[config.mk]
export PLATFORM = sky130hd
export DESIGN_NAME = corr_lag_search
export DESIGN_NICKNAME = d
export VERILOG_FILES = /design/src/rtl/corr_pkg.sv /design/src/rtl/corr_seq.sv /design/src/rtl/corr_mac.sv /design/src/rtl/corr_best.sv /design/src/rtl/corr_lag_search.sv
export SDC_FILE = /design/constraint.sdc
export NUM_CORES = 1
export LEC_CHECK = 0
export ABC_AREA = 1
export BUFFER_PORTS_ARGS = -buffer_cell sky130_fd_sc_hd__buf_2
export CORE_MARGIN = 2
export CORE_UTILIZATION = 60
export CTS_BUF_LIST = sky130_fd_sc_hd__clkbuf_8
export DETAILED_ROUTE_END_ITERATION = 16
export PLACE_DENSITY = 0.83
export SLEW_MARGIN = 20
export SYNTH_ARGS = -nofsm -noshare
export SYNTH_HDL_FRONTEND = slang
export SYNTH_SLANG_ARGS = --single-unit
[constraint.sdc]
create_clock -name clk -period 11.9 [get_ports clk]
set_input_delay 2.38 -clock clk [delete_from_list [all_inputs] [get_ports clk]]
set_output_delay 2.38 -clock clk [all_outputs]
set_load 0.03 [all_outputs]
[src/rtl/corr_pkg.sv]
package corr_pkg;

  // Evaluation order of shifts: 0, -1, +1, -2, +2, ...
  function automatic int lag_of(input int idx);
    if (idx == 0) return 0;
    else if ((idx % 2) == 1) return -((idx + 1) / 2);
    else return idx / 2;
  endfunction

  function automatic int abs_i(input int v);
    return (v < 0) ? -v : v;
  endfunction

endpackage

[src/rtl/corr_seq.sv]
module corr_seq #(
  parameter int REC_LEN  = 1024,
  parameter int HALF_WIN = 500,
  parameter int MAX_LAG  = 20,
  parameter int AW       = $clog2(REC_LEN),
  parameter int LW       = $clog2(MAX_LAG + 1) + 1
) (
  input  logic                 clk,
  input  logic                 rst_n,
  input  logic                 start_i,
  input  logic                 idle_i,
  input  logic [AW-1:0]        peak_i,
  output logic                 accept_o,
  output logic                 issue_o,
  output logic                 rd_en_o,
  output logic [AW-1:0]        addr_l_o,
  output logic [AW-1:0]        addr_r_o,
  output logic                 term_in_o,
  output logic                 term_last_o,
  output logic                 term_final_o,
  output logic signed [LW-1:0] term_lag_o
);
  import corr_pkg::*;

  localparam int NTERM = 2 * HALF_WIN + 1;
  localparam int NLAG  = 2 * MAX_LAG + 1;
  localparam int JW    = $clog2(NTERM);
  localparam int XW    = (NLAG > 1) ? $clog2(NLAG) : 1;

  logic          busy_q;
  logic [JW-1:0] j_q;
  logic [XW-1:0] idx_q;
  logic [AW-1:0] peak_q;
  logic          last_j, last_lag;
  int            cur_lag, n_base, n_l, n_r;
  logic          in_rng;

  assign accept_o = start_i && !busy_q && idle_i;
  assign last_j   = (j_q == JW'(NTERM - 1));
  assign last_lag = (idx_q == XW'(NLAG - 1));

  always_comb begin
    cur_lag = lag_of(int'(idx_q));
    n_base  = int'(peak_q) - HALF_WIN + int'(j_q);
    n_l     = n_base + ((cur_lag < 0) ? -cur_lag : 0);
    n_r     = n_base + ((cur_lag > 0) ? cur_lag : 0);
    in_rng  = (n_l >= 0) && (n_l < REC_LEN) && (n_r >= 0) && (n_r < REC_LEN);
  end

  assign issue_o      = busy_q;
  assign rd_en_o      = busy_q && in_rng;
  assign addr_l_o     = AW'(n_l);
  assign addr_r_o     = AW'(n_r);
  assign term_in_o    = in_rng;
  assign term_last_o  = last_j;
  assign term_final_o = last_j && last_lag;
  assign term_lag_o   = LW'(cur_lag);

  always_ff @(posedge clk) begin
    if (!rst_n) begin
      busy_q <= 1'b0;
      j_q    <= '0;
      idx_q  <= '0;
      peak_q <= '0;
    end else if (accept_o) begin
      busy_q <= 1'b1;
      j_q    <= '0;
      idx_q  <= '0;
      peak_q <= peak_i;
    end else if (busy_q) begin
      if (last_j) begin
        j_q <= '0;
        if (last_lag) busy_q <= 1'b0;
        else          idx_q  <= idx_q + 1'b1;
      end else begin
        j_q <= j_q + 1'b1;
      end
    end
  end

  a_r2_lag_bound: assert property (@(posedge clk) disable iff (!rst_n)
    busy_q |-> (cur_lag <= MAX_LAG && cur_lag >= -MAX_LAG));

  a_r8_start_ignored: assert property (@(posedge clk) disable iff (!rst_n)
    (busy_q && start_i && !(last_j && last_lag)) |=> (busy_q && peak_q == $past(peak_q)));

endmodule

[src/rtl/corr_mac.sv]
module corr_mac #(
  parameter int DW    = 16,
  parameter int ACC_W = 43,
  parameter int LW    = 6
) (
  input  logic                    clk,
  input  logic                    rst_n,
  input  logic                    issue_i,
  input  logic                    term_in_i,
  input  logic                    term_last_i,
  input  logic                    term_final_i,
  input  logic signed [LW-1:0]    term_lag_i,
  input  logic signed [DW-1:0]    dat_l_i,
  input  logic signed [DW-1:0]    dat_r_i,
  output logic                    busy_o,
  output logic                    sum_vld_o,
  output logic                    sum_final_o,
  output logic signed [LW-1:0]    sum_lag_o,
  output logic signed [ACC_W-1:0] sum_o
);
  localparam int PW = 2 * DW;

  function automatic logic signed [PW-1:0] q_mul(input logic signed [DW-1:0] a,
                                                 input logic signed [DW-1:0] b);
    logic signed [PW-1:0] ae, be;
    ae = PW'(a);
    be = PW'(b);
    return ae * be;
  endfunction

  logic                    p1_vld, p1_in, p1_last, p1_final;
  logic signed [LW-1:0]    p1_lag;
  logic signed [ACC_W-1:0] acc_q;
  logic signed [PW-1:0]    prod;
  logic signed [ACC_W:0]   acc_ext;

  always_comb begin
    prod    = p1_in ? q_mul(dat_l_i, dat_r_i) : '0;
    acc_ext = {acc_q[ACC_W-1], acc_q} + {{(ACC_W + 1 - PW){prod[PW-1]}}, prod};
  end

  always_ff @(posedge clk) begin
    if (!rst_n) begin
      p1_vld      <= 1'b0;
      p1_in       <= 1'b0;
      p1_last     <= 1'b0;
      p1_final    <= 1'b0;
      p1_lag      <= '0;
      acc_q       <= '0;
      sum_vld_o   <= 1'b0;
      sum_final_o <= 1'b0;
      sum_lag_o   <= '0;
      sum_o       <= '0;
    end else begin
      p1_vld    <= issue_i;
      p1_in     <= term_in_i;
      p1_last   <= issue_i && term_last_i;
      p1_final  <= issue_i && term_final_i;
      p1_lag    <= term_lag_i;
      sum_vld_o <= 1'b0;
      if (p1_vld) begin
        if (p1_last) begin
          sum_o       <= acc_ext[ACC_W-1:0];
          sum_vld_o   <= 1'b1;
          sum_final_o <= p1_final;
          sum_lag_o   <= p1_lag;
          acc_q       <= '0;
        end else begin
          acc_q <= acc_ext[ACC_W-1:0];
        end
      end
    end
  end

  assign busy_o = p1_vld || sum_vld_o;

  a_r4_no_overflow: assert property (@(posedge clk) disable iff (!rst_n)
    p1_vld |-> (acc_ext[ACC_W] == acc_ext[ACC_W-1]));

  a_r3_masked_term: assert property (@(posedge clk) disable iff (!rst_n)
    (p1_vld && !p1_in) |-> (prod == '0));

endmodule

[src/rtl/corr_best.sv]
module corr_best #(
  parameter int ACC_W = 43,
  parameter int LW    = 6
) (
  input  logic                    clk,
  input  logic                    rst_n,
  input  logic                    clear_i,
  input  logic                    sum_vld_i,
  input  logic                    sum_final_i,
  input  logic signed [LW-1:0]    sum_lag_i,
  input  logic signed [ACC_W-1:0] sum_i,
  output logic                    done_o,
  output logic signed [LW-1:0]    best_lag_o,
  output logic signed [ACC_W-1:0] best_val_o
);
  import corr_pkg::*;

  function automatic logic beats(input logic signed [ACC_W-1:0] cv,
                                 input int cl,
                                 input logic signed [ACC_W-1:0] bv,
                                 input int bl);
    if (cv != bv) return cv > bv;
    if (abs_i(cl) != abs_i(bl)) return abs_i(cl) < abs_i(bl);
    return cl < bl;
  endfunction

  logic                    have_q, take;
  logic signed [ACC_W-1:0] run_val, nxt_val;
  logic signed [LW-1:0]    run_lag, nxt_lag;

  always_comb begin
    take    = !have_q || beats(sum_i, int'(sum_lag_i), run_val, int'(run_lag));
    nxt_val = take ? sum_i : run_val;
    nxt_lag = take ? sum_lag_i : run_lag;
  end

  always_ff @(posedge clk) begin
    if (!rst_n) begin
      have_q     <= 1'b0;
      run_val    <= '0;
      run_lag    <= '0;
      done_o     <= 1'b0;
      best_lag_o <= '0;
      best_val_o <= '0;
    end else begin
      done_o <= 1'b0;
      if (clear_i) begin
        have_q <= 1'b0;
      end else if (sum_vld_i) begin
        have_q  <= 1'b1;
        run_val <= nxt_val;
        run_lag <= nxt_lag;
        if (sum_final_i) begin
          best_val_o <= nxt_val;
          best_lag_o <= nxt_lag;
          done_o     <= 1'b1;
        end
      end
    end
  end

  a_r6_done_pulse: assert property (@(posedge clk) disable iff (!rst_n)
    done_o |=> !done_o);

  a_r5_best_monotonic: assert property (@(posedge clk) disable iff (!rst_n)
    (sum_vld_i && have_q && !clear_i) |=> (run_val >= $past(run_val)));

endmodule

[src/rtl/corr_lag_search.sv]
module corr_lag_search #(
  parameter int DW       = 16,
  parameter int REC_LEN  = 1024,
  parameter int HALF_WIN = 500,
  parameter int MAX_LAG  = 20,
  parameter int AW       = $clog2(REC_LEN),
  parameter int LW       = $clog2(MAX_LAG + 1) + 1,
  parameter int ACC_W    = 2 * DW + $clog2(2 * HALF_WIN + 1) + 1
) (
  input  logic                    clk,
  input  logic                    rst_n,
  input  logic                    start_i,
  input  logic [AW-1:0]           peak_i,
  output logic                    rd_en_o,
  output logic [AW-1:0]           rd_addr_l_o,
  output logic [AW-1:0]           rd_addr_r_o,
  input  logic signed [DW-1:0]    rd_dat_l_i,
  input  logic signed [DW-1:0]    rd_dat_r_i,
  output logic                    done_o,
  output logic signed [LW-1:0]    best_lag_o,
  output logic signed [ACC_W-1:0] best_val_o
);
  logic                    accept, issue, t_in, t_last, t_final, mac_busy;
  logic signed [LW-1:0]    t_lag, s_lag;
  logic                    s_vld, s_final;
  logic signed [ACC_W-1:0] s_val;

  corr_seq #(.REC_LEN(REC_LEN), .HALF_WIN(HALF_WIN), .MAX_LAG(MAX_LAG),
             .AW(AW), .LW(LW)) u_seq (
    .clk(clk), .rst_n(rst_n), .start_i(start_i), .idle_i(!mac_busy),
    .peak_i(peak_i), .accept_o(accept), .issue_o(issue), .rd_en_o(rd_en_o),
    .addr_l_o(rd_addr_l_o), .addr_r_o(rd_addr_r_o), .term_in_o(t_in),
    .term_last_o(t_last), .term_final_o(t_final), .term_lag_o(t_lag));

  corr_mac #(.DW(DW), .ACC_W(ACC_W), .LW(LW)) u_mac (
    .clk(clk), .rst_n(rst_n), .issue_i(issue), .term_in_i(t_in),
    .term_last_i(t_last), .term_final_i(t_final), .term_lag_i(t_lag),
    .dat_l_i(rd_dat_l_i), .dat_r_i(rd_dat_r_i), .busy_o(mac_busy),
    .sum_vld_o(s_vld), .sum_final_o(s_final), .sum_lag_o(s_lag), .sum_o(s_val));

  corr_best #(.ACC_W(ACC_W), .LW(LW)) u_best (
    .clk(clk), .rst_n(rst_n), .clear_i(accept), .sum_vld_i(s_vld),
    .sum_final_i(s_final), .sum_lag_i(s_lag), .sum_i(s_val),
    .done_o(done_o), .best_lag_o(best_lag_o), .best_val_o(best_val_o));

  a_r7_result_hold: assert property (@(posedge clk) disable iff (!rst_n)
    !done_o |-> ($stable(best_lag_o) && $stable(best_val_o)));

  a_r9_read_in_record: assert property (@(posedge clk) disable iff (!rst_n)
    rd_en_o |-> (int'(rd_addr_l_o) < REC_LEN && int'(rd_addr_r_o) < REC_LEN));

endmodule

* After elaboration in Yosys (flattened, before gate mapping)
Index checks and enable logic that the tools add are counted.
** Storage, ports and cells
- Logic and storage cells :: 100
- Output and inout bits :: 71
- Bits of input ports :: 45
- Flip-flop bits (word level) :: 231
** Cells by class
- Reductions and logical operators :: 22
- Bitwise gates (word level) :: 5
- $add $sub $neg :: 13
- $lt $le $gt $ge :: 11
- Multiplexer cells :: 24
- Equality and inequality tests :: 4
- Multiply operators :: 1
** Operator list (count)
- two-way mux 32 bit :: 7
- two-way mux 43 bit :: 2
- adder 32 bit :: 2
- greater-or-equal comparator 32 x 1 -> 1 bit, second input constant :: 2
- less-than comparator 32 x 12 -> 1 bit, second input constant :: 2
- negation 32 bit :: 2
- negation 6 -> 32 bit :: 2
- adder 43 x 32 -> 43 bit :: 1
- > comparator 43 bit :: 1
- != test 43 bit :: 1
- adder 32 x 1 -> 32 bit :: 1
- adder 32 x 11 -> 32 bit :: 1
- > comparator 32 x 1 -> 1 bit, second input constant :: 1
- less-than comparator 32 x 1 -> 1 bit, second input constant :: 1
- less-than comparator 32 bit :: 1
- multiplier 16 x 16 -> 32 bit :: 1
- != test 32 bit :: 1
- two-way mux 1 bit :: 13
- less-than comparator 6 x 1 -> 1 bit, second input constant :: 2
- subtractor 10 x 9 -> 11 bit, second input constant :: 1
- adder 10 x 1 -> 10 bit, second input constant :: 1
- == test 10 bit, second input constant :: 1
- two-way mux 10 bit :: 1
- logical AND 1 bit :: 9
- other kinds (14) :: 23

* Depth between registers and ports, before layout
Gate-level depths: netlist of run 1.
- Depth after elaboration :: 14
- Mapped depth :: 41
- Depth with buffers taken out :: 39

* Cells and area by module
Synthesis of run 1 repeated with hierarchy kept, for this count alone.
** Unflattened totals
- Cells, all modules :: 4708
- Area, all modules :: 30641.9 um^2
** By module, submodules not included
- corr_mac :: times used 1, seq. area each 2082.0 um^2, area each 17526.8 um^2, cells an instance 2521
- corr_best :: times used 1, seq. area each 2001.9 um^2, area each 6806.5 um^2, cells an instance 1017
- corr_seq :: times used 1, seq. area each 540.5 um^2, area each 6304.8 um^2, cells an instance 1169
- corr_lag_search :: times used 1, seq. area each 0.0 um^2, area each 3.8 um^2, cells an instance 1

* Worst setup path after synthesis of run 1
OpenSTA, ideal clock, no wires.
- Kind :: input port to flip-flop
- Start :: input rd_dat_r_i[5]
- End :: register u_mac.acc_q[38]
- Data arrival time :: 9587 ps
- Setup time :: 70 ps
- Stages on the path :: 33
- Buffers on the path :: 2
- Required time :: 11830 ps
- Slack :: 2243 ps
- Cells stage by stage :: clkbuf_1 -> clkbuf_1 -> nand2_1 -> fa_1 -> inv_1 -> fa_1 -> fa_1 -> fa_1 -> inv_1 -> fa_1 -> fa_1 -> inv_1 -> ha_1 -> nand2_1 -> o21ai_0 -> a21oi_1 -> o21a_1 -> nand2_1 -> nand2_1 -> nand2_1 -> nor2_1 -> ha_1 -> nand2_1 -> nor2_1 -> inv_1 -> nor2_1 -> inv_1 -> nor4_1 -> nand3_1 -> nand3_1 -> xor2_1 -> nand2_1 -> a21oi_1
** Between the ends
- Word-level cells in the longest chain between the ends :: 4
** RTL lines
- start, declared :: RTL line corr_lag_search.sv:18 : input logic signed [DW-1:0] rd_dat_r_i,
- multiplier 16 x 16 -> 32 bit :: RTL line corr_mac.sv:28 : return ae * be;
- two-way mux 32 bit :: RTL line corr_mac.sv:38 : prod = p1_in ? q_mul(dat_l_i, dat_r_i) : '0;
- adder 43 x 32 -> 43 bit :: RTL line corr_mac.sv:39 : acc_ext = {acc_q[ACC_W-1], acc_q} + {{(ACC_W + 1 - PW){prod[PW-1]}}, prod};
- two-way mux 43 bit :: RTL line corr_mac.sv:62 : if (p1_last) begin
- end signal, assigned :: RTL line corr_mac.sv:69 : acc_q <= acc_ext[ACC_W-1:0];
- end, declared :: RTL line corr_mac.sv:33 : logic signed [ACC_W-1:0] acc_q;
No other way between the ends.
A chain may end at the register's enable or synchronous reset.

* Worst setup path in the final report of run 1
- Start :: input rd_dat_l_i[6]
- End :: register u_mac.acc_q[26]
** Between the ends
- Word-level cells in the longest chain between the ends :: 4
** RTL lines
- start, declared :: RTL line corr_lag_search.sv:17 : input logic signed [DW-1:0] rd_dat_l_i,
- multiplier 16 x 16 -> 32 bit :: RTL line corr_mac.sv:28
- two-way mux 32 bit :: RTL line corr_mac.sv:38
- adder 43 x 32 -> 43 bit :: RTL line corr_mac.sv:39
- two-way mux 43 bit :: RTL line corr_mac.sv:62
No other way between the ends.

==> results of run 1 <==
==> worst paths after layout <==
check	from	endpoint	slack, ps
worst max-delay path	rd_dat_l_i[6]	u_mac.acc_q[26]	1790
worst min-delay path	u_mac.acc_q[41]	u_mac.acc_q[41]	470
worst max register to register	u_seq.idx_q[0]	u_mac.p1_in	6040
worst min register to register	u_mac.acc_q[41]	u_mac.acc_q[41]	470
==> worst reg2reg max path, delay by kind of cell, from the launching register on <==
| kind | cells | cell delay (ps) |
|---|---|---|
| AND/OR/NAND/NOR | 21 | 3440 |
| buffers and inverters | 5 | 800 |
| flip-flops | 1 | 460 |
| adder cells (fa/ha/maj) | 4 | 1100 |
==> state kept, by name (all words and copies together) (netlist names), 6 cells and up <==
signal and count:
u_seq.peak_q 10, u_mac.acc_q 43, u_mac.sum_o 43, u_mac.sum_lag_o 6
u_best.run_lag 6, u_best.run_val 43, u_seq.j_q 10, u_best.best_val_o 43
u_seq.idx_q 6, u_best.best_lag_o 6, u_mac.p1_lag 6
==> metal layers <==
metal / track usage / share of wire / up-vias
li1: - / - / 14720
met1: 0.3996 / 0.42 / 13680
met2: 0.5407 / 0.48 / 1038
met3: 0.02976 / 0.062 / 224
met4: 0.1272 / 0.044 / 0
met5: 0 / 0 / -
==> power breakdown <==
group	total, W	internal, W	leakage (nW)	switching [W]
Combinational	0.00513	0.00184	16.3	0.00329
Sequential	0.000783	0.000778	1.86	0.00000456
Clock	0.000807	0.000469	0.491	0.000339
==> kinds of logic after synthesis <==
kind of cell | after synthesis | share of synthesized area
buffers and inverters | 1182 | 0.1461
AOI/OAI and AO/OA | 541 | 0.09386
other | 2 | 0.0002453
DFF | 231 | 0.1510
xor gates and xnor gates | 103 | 0.02946
adders and majority gates | 552 | 0.2908
and+or+nand+nor | 2161 | 0.2885
==> cell usage after synthesis, drive strengths merged, types with 76 or more instances <==
master	n	share of area
nand4	95	0.019
nand3	233	0.038
fa	266	0.17
nand2	1303	0.16
ha	286	0.12
o21ai	170	0.028
clkbuf	121	0.015
inv	1035	0.13
dfxtp	231	0.15
xor2	76	0.022
nor2	446	0.055
a21oi	301	0.049
==> stage by stage <==
| stage | instances | cell area [µm²] | power (W) | setup slack (ps) |
|---|---|---|---|---|
| 6_report | 5547 | 32630 | 0.006718 | 1793 |
| 5_1_grt | 5547 | 32630 | 0.007587 | 1368 |
| 4_1_cts | 5547 | 32630 | 0.006689 | 2038 |
| 3_5_place_dp | 5477 | 31750 | 0.005861 | 1486 |
| 3_3_place_gp | 5477 | 31750 | 0.005733 | 1595 |
| 2_1_floorplan | 4825 | 30820 | 0.004744 | 2243 |
==> area by class of cell <==
cell class	instances	share of cell area
Multi-Input combinational cell	3412	0.6659
Sequential cell	231	0.1418
Inverter	1035	0.1191
Tap cell	672	0.02577
Timing Repair Buffer	127	0.02040
Clock buffer	47	0.01982
Clock inverter	23	0.007132
==> results_dict.tcl, run 1 <==
set metrics [dict create \
    ant_nets 0 \
    setup_tns_ps 0 \
    ctsRootBufferMaster "clkbuf_8" \
    multi_input_area_um2 21730 \
    fin_util 0.6491 \
    holdBufCountCts 0 \
    die_width_um 229.9 \
    critPathMaxStageDelay_ps 540 \
    cts_tree "yes" \
    start_kind "input pin" \
    cp-end-kind "flip-flop" \
    crit_family "adder cells" \
    numCtsBuffers 39 \
    slew_violations 0 \
    yosys_register_bits 231 \
    max_freq_ghz 0.09894 \
    grt_pass1_wl_mm 137.0 \
    num_vias 29670 \
    drc 0 \
    whs_ps 471.3 \
    crit_slowest_cell "fa_1" \
    cp_common_cell "fa_1" \
    start_util 0.6091 \
    layout-drive-gt1-share 0.04308 \
    core_area_um2 50270 \
    p_leak_nw 18.66 \
    clock_latency_ps 570 \
    cts.htree.levels 2 \
    p_per_area_nw_per_um2 205.9 \
    post_cts_resized 0 \
    post-route-period-util 0.8493 \
    gr-total-overflow 0 \
    worstPathArrival_ps 10570 \
    n_antenna_cell 0 \
    grt_usage 0.3121 \
    num_io_pins 116 \
    setup_viol 0 \
    grt_max_degree 70 \
    worstSetupPathType "in2reg" \
    path_depth 34 \
    areaGrowthSynthToFinish_pct 6.571 \
    final-seq-area_um2 4627 \
    die-area_um2 52860 \
    synth.avg_cell_area_um2 6.416 \
    die_y_um 229.9 \
    max-slew-margin-rel 0.2427 \
    hold_viol_final 0 \
    ys_seq_area_frac 0.1510 \
    nets 5443 \
    syn_area_um2 30620 \
    finClkSkew_ps 47.83 \
    rows 82 \
    async_flop_share 0 \
    n_fill_cell 4637 \
    final_common_cell "nand2_1" \
    firstDrtPassIters 6 \
    grt_pass1_vias 28880 \
    hp-class "reg2reg" \
    cp.required_ps 12360 \
    numPortBuffers 115 \
    synth_warnings 0 \
    r2r_cells 30 \
    max-vdd-ir-drop_uv 487.8 \
    worst_pin_slew_ps 1135 \
    drt_iter0_drc 2359 \
    final_cell_mix "nand2_1 (1302), inv_1 (1040), nor2_1 (444)" \
    post_cts_buffers 0 \
    viasPerCell 5.348 \
    status "finished clean" \
    clockBufferDepth 3 \
    hpwl_mm 64.97 \
    synthCells 4772 \
    rsz0062_at_grt "false" \
    post_synth_num_cell_types 43 \
    cp_max_fo 16 \
    drt-total-wl_mm 81.71 \
    cp_num_buf_inv 7 \
    wire_per_inst_um 14.73 \
    routabilityCongestion 0.9838 \
    synth_edf_count 0 \
    drv_cap 0 \
    antenna_found_initial 0 \
    cts_sinks 231 \
    synthFlopType "dfxtp_1" \
    hold_depth 2 \
    min_period_ps 10110 \
    clkTransAtPathRegs_ps 60 \
]
Power figures use the tool's default switching activity.
==> run 2, diff against run 1 <==
Settings changed: ABC_AREA 1 to 0.
Clock period 11.9 ns to 9.4 ns, I/O delays scaled along.
==> run 2 against run 1 <==
Net effect: the run now ends with setup timing left; core utilization grew 5.7 points; synthesized cell count shrank 30%; via count shrank 17%; clock power grew 16%; routed wire length shrank 14%; worst setup slack lost 1900 ps; die area shrank 11%; area after synthesis shrank 11%; global-route usage shrank 2.2 points; sequential cell count is the same; critical path depth shrank 1; total power grew 57%; critical path type unchanged; largest cell class unchanged.
==> results_dict.tcl, run 2 <==
set metrics [dict create \
    status "complete, but fails checks" \
    violations "setup timing" \
    drv_cap 0 \
    post-route-period-util 1.013 \
    synthCells 3348 \
    pre_cts_ws_ps -555.1 \
    die_width_um 217.3 \
    grt_max_degree 99 \
    setup_ws_ps -125.1 \
    max-vdd-ir-drop_uv 731.1 \
    numCtsBuffers 36 \
    crit_slowest_cell "fa_1" \
    ctsRootBufferMaster "clkbuf_8" \
    setup_viol 2 \
    rsz0062_at_grt "true" \
    place_area_um2 30320 \
    die_y_um 217.3 \
    hpwl_mm 53.77 \
    syn_area_um2 27290 \
    async_flop_share 0 \
    drc 0 \
    areaGrowthSynthToFinish_pct 16.63 \
    synth_warnings 0 \
    cts_sinks 231 \
    final_cell_mix "inv_1 (414), nand2_1 (388), ha_1 (265)" \
    ys_seq_area_frac 0.1694 \
    critPathMaxStageDelay_ps 570 \
    yosys_register_bits 231 \
    synth_top_area_cell "fa_1" \
    hp-class "reg2reg" \
    synth_edf_count 0 \
    gr-total-overflow 0 \
    num_io_pins 116 \
    drt-total-wl_mm 70.13 \
    die-area_um2 47210 \
    final_cells 4287 \
    core_area_um2 45090 \
    placed_cells_incl_taps 4203 \
    grt_pass1_wl_mm 113.7 \
    wire_per_inst_um 16.36 \
    hold_viol_final 0 \
    nets 4261 \
    cts_tree "yes" \
    start_kind "input pin" \
    worstPathArrival_ps 9970 \
    ys_top_cells_by_area "fa_1 (20%), dfxtp_1 (17%), ha_1 (13%)" \
    post_synth_num_cell_types 85 \
    worstSetupPathType "in2reg" \
    start_util 0.6053 \
    final-seq-area_um2 4626 \
    min_period_ps 9525 \
    cp.required_ps 9850 \
    cp-end-kind "flip-flop" \
    max-slew-margin-rel 0.3193 \
    synth_common_cells "inv_1 (422), nand2_1 (399), ha_1 (286)" \
    clkTransAtPathRegs_ps 60 \
    cp_max_fo 5 \
    synthFlopType "dfxtp_1" \
    n_antenna_cell 0 \
    drt_iter0_drc 1745 \
    cts.htree.levels 2 \
    max_freq_ghz 0.1050 \
    worst_pin_slew_ps 1018 \
    viasPerCell 5.724 \
    yosysTopAreaCellShare 0.1951 \
    multi_input_area_um2 21340 \
    synth.avg_cell_area_um2 8.152 \
    yosys.cell_count.top_type "inv_1" \
    layout-drive-gt1-share 0.1592 \
    num_vias 24540 \
    rows 78 \
    final_common_cell "inv_1" \
    design_area_um2 31830 \
    holdBufCountCts 0 \
    routabilityCongestion 0.9911 \
    numPortBuffers 115 \
    antenna_found_initial 0 \
    n_fill_cell 3307 \
    p_per_area_nw_per_um2 331.9 \
    firstDrtPassIters 6 \
    clock_latency_ps 550 \
    grt_usage 0.2905 \
    clockBufferDepth 3 \
    ant_nets 0 \
    grt_pass1_vias 24430 \
    p_leak_nw 14.88 \
    cp_common_cell "fa_1" \
    slew_violations 0 \
    finClkSkew_ps 26.30 \
]
==> run 2: area by class of cell <==
class	count	share of cell area
Multi-Input combinational cell	2604	0.6703
Sequential cell	231	0.1453
Timing Repair Buffer	369	0.08647
Inverter	422	0.04992
Tap cell	600	0.02358
Clock buffer	42	0.01816
Clock inverter	19	0.006289
==> run 2: per-stage QoR <==
step           total power, W    util  setup TNS (ps)  hold WS, ps
2_1_floorplan        0.006559       -          -2.538        417.4
3_3_place_gp         0.008825  0.6724           -5656        419.6
3_5_place_dp         0.009017  0.6725           -8167        426.9
4_1_cts              0.009992  0.6899               0        436.6
5_1_grt               0.01169  0.7060           -3272        460.2
6_report              0.01057  0.7060          -205.5        436.0
==> run 2: kinds of logic after synthesis <==
family / Yosys count / synth area share
adder cells (fa/ha/maj): 553 / 0.3266
AND/OR/NAND/NOR: 1077 / 0.1854
buffers and inverters: 566 / 0.07908
multiplexers: 108 / 0.03961
other: 2 / 0.0002752
XOR/XNOR: 149 / 0.04782
flip-flops: 231 / 0.1694
AO/OA/AOI/OAI: 662 / 0.1518
==> run 2: timing repair <==
item                       4_1_cts  5_1_grt
cloned                           0        1
setup buffers                    0       22
gates resized for setup          1      159
pin swaps                        0      100
setup endpoints to repair        1       26
==> run 2: metal layers <==
| layer | track usage | vias up | share of wire |
|---|---|---|---|
| met4 | 0.1247 | 0 | 0.048 |
| met2 | 0.5174 | 815 | 0.50 |
| met1 | 0.3547 | 11770 | 0.40 |
| li1 | - | 11700 | - |
| met5 | 0 | - | 0 |
| met3 | 0.03354 | 256 | 0.052 |
==> run 2: critical path, delay by kind of cell <==
| kind | cells | cell delay [ps] |
|---|---|---|
| xor+xnor | 2 | 370 |
| simple gates | 4 | 530 |
| fa+ha+maj | 8 | 3740 |
| compound gates | 12 | 2610 |
| buf+inv | 7 | 830 |
==> run 2: path summary, 6_finish.rpt <==
path / startpoint / end / slack (ps) / cells past startpoint
setup reg to reg: u_seq.idx_q[0] / u_mac.p1_in / 2810 / 27
setup / recovery: rd_dat_r_i[15] / u_mac.acc_q[41] / -130 / 33
hold reg to reg: u_mac.p1_lag[3] / u_mac.sum_lag_o[3] / 440 / 2
hold / removal: u_mac.p1_lag[3] / u_mac.sum_lag_o[3] / 440 / 2
==> run 2: power by group <==
part | switching (W) | internal [W]
Combinational | 0.00437 | 0.00427
Clock | 0.000418 | 0.000521
Sequential | 0.00000733 | 0.000983
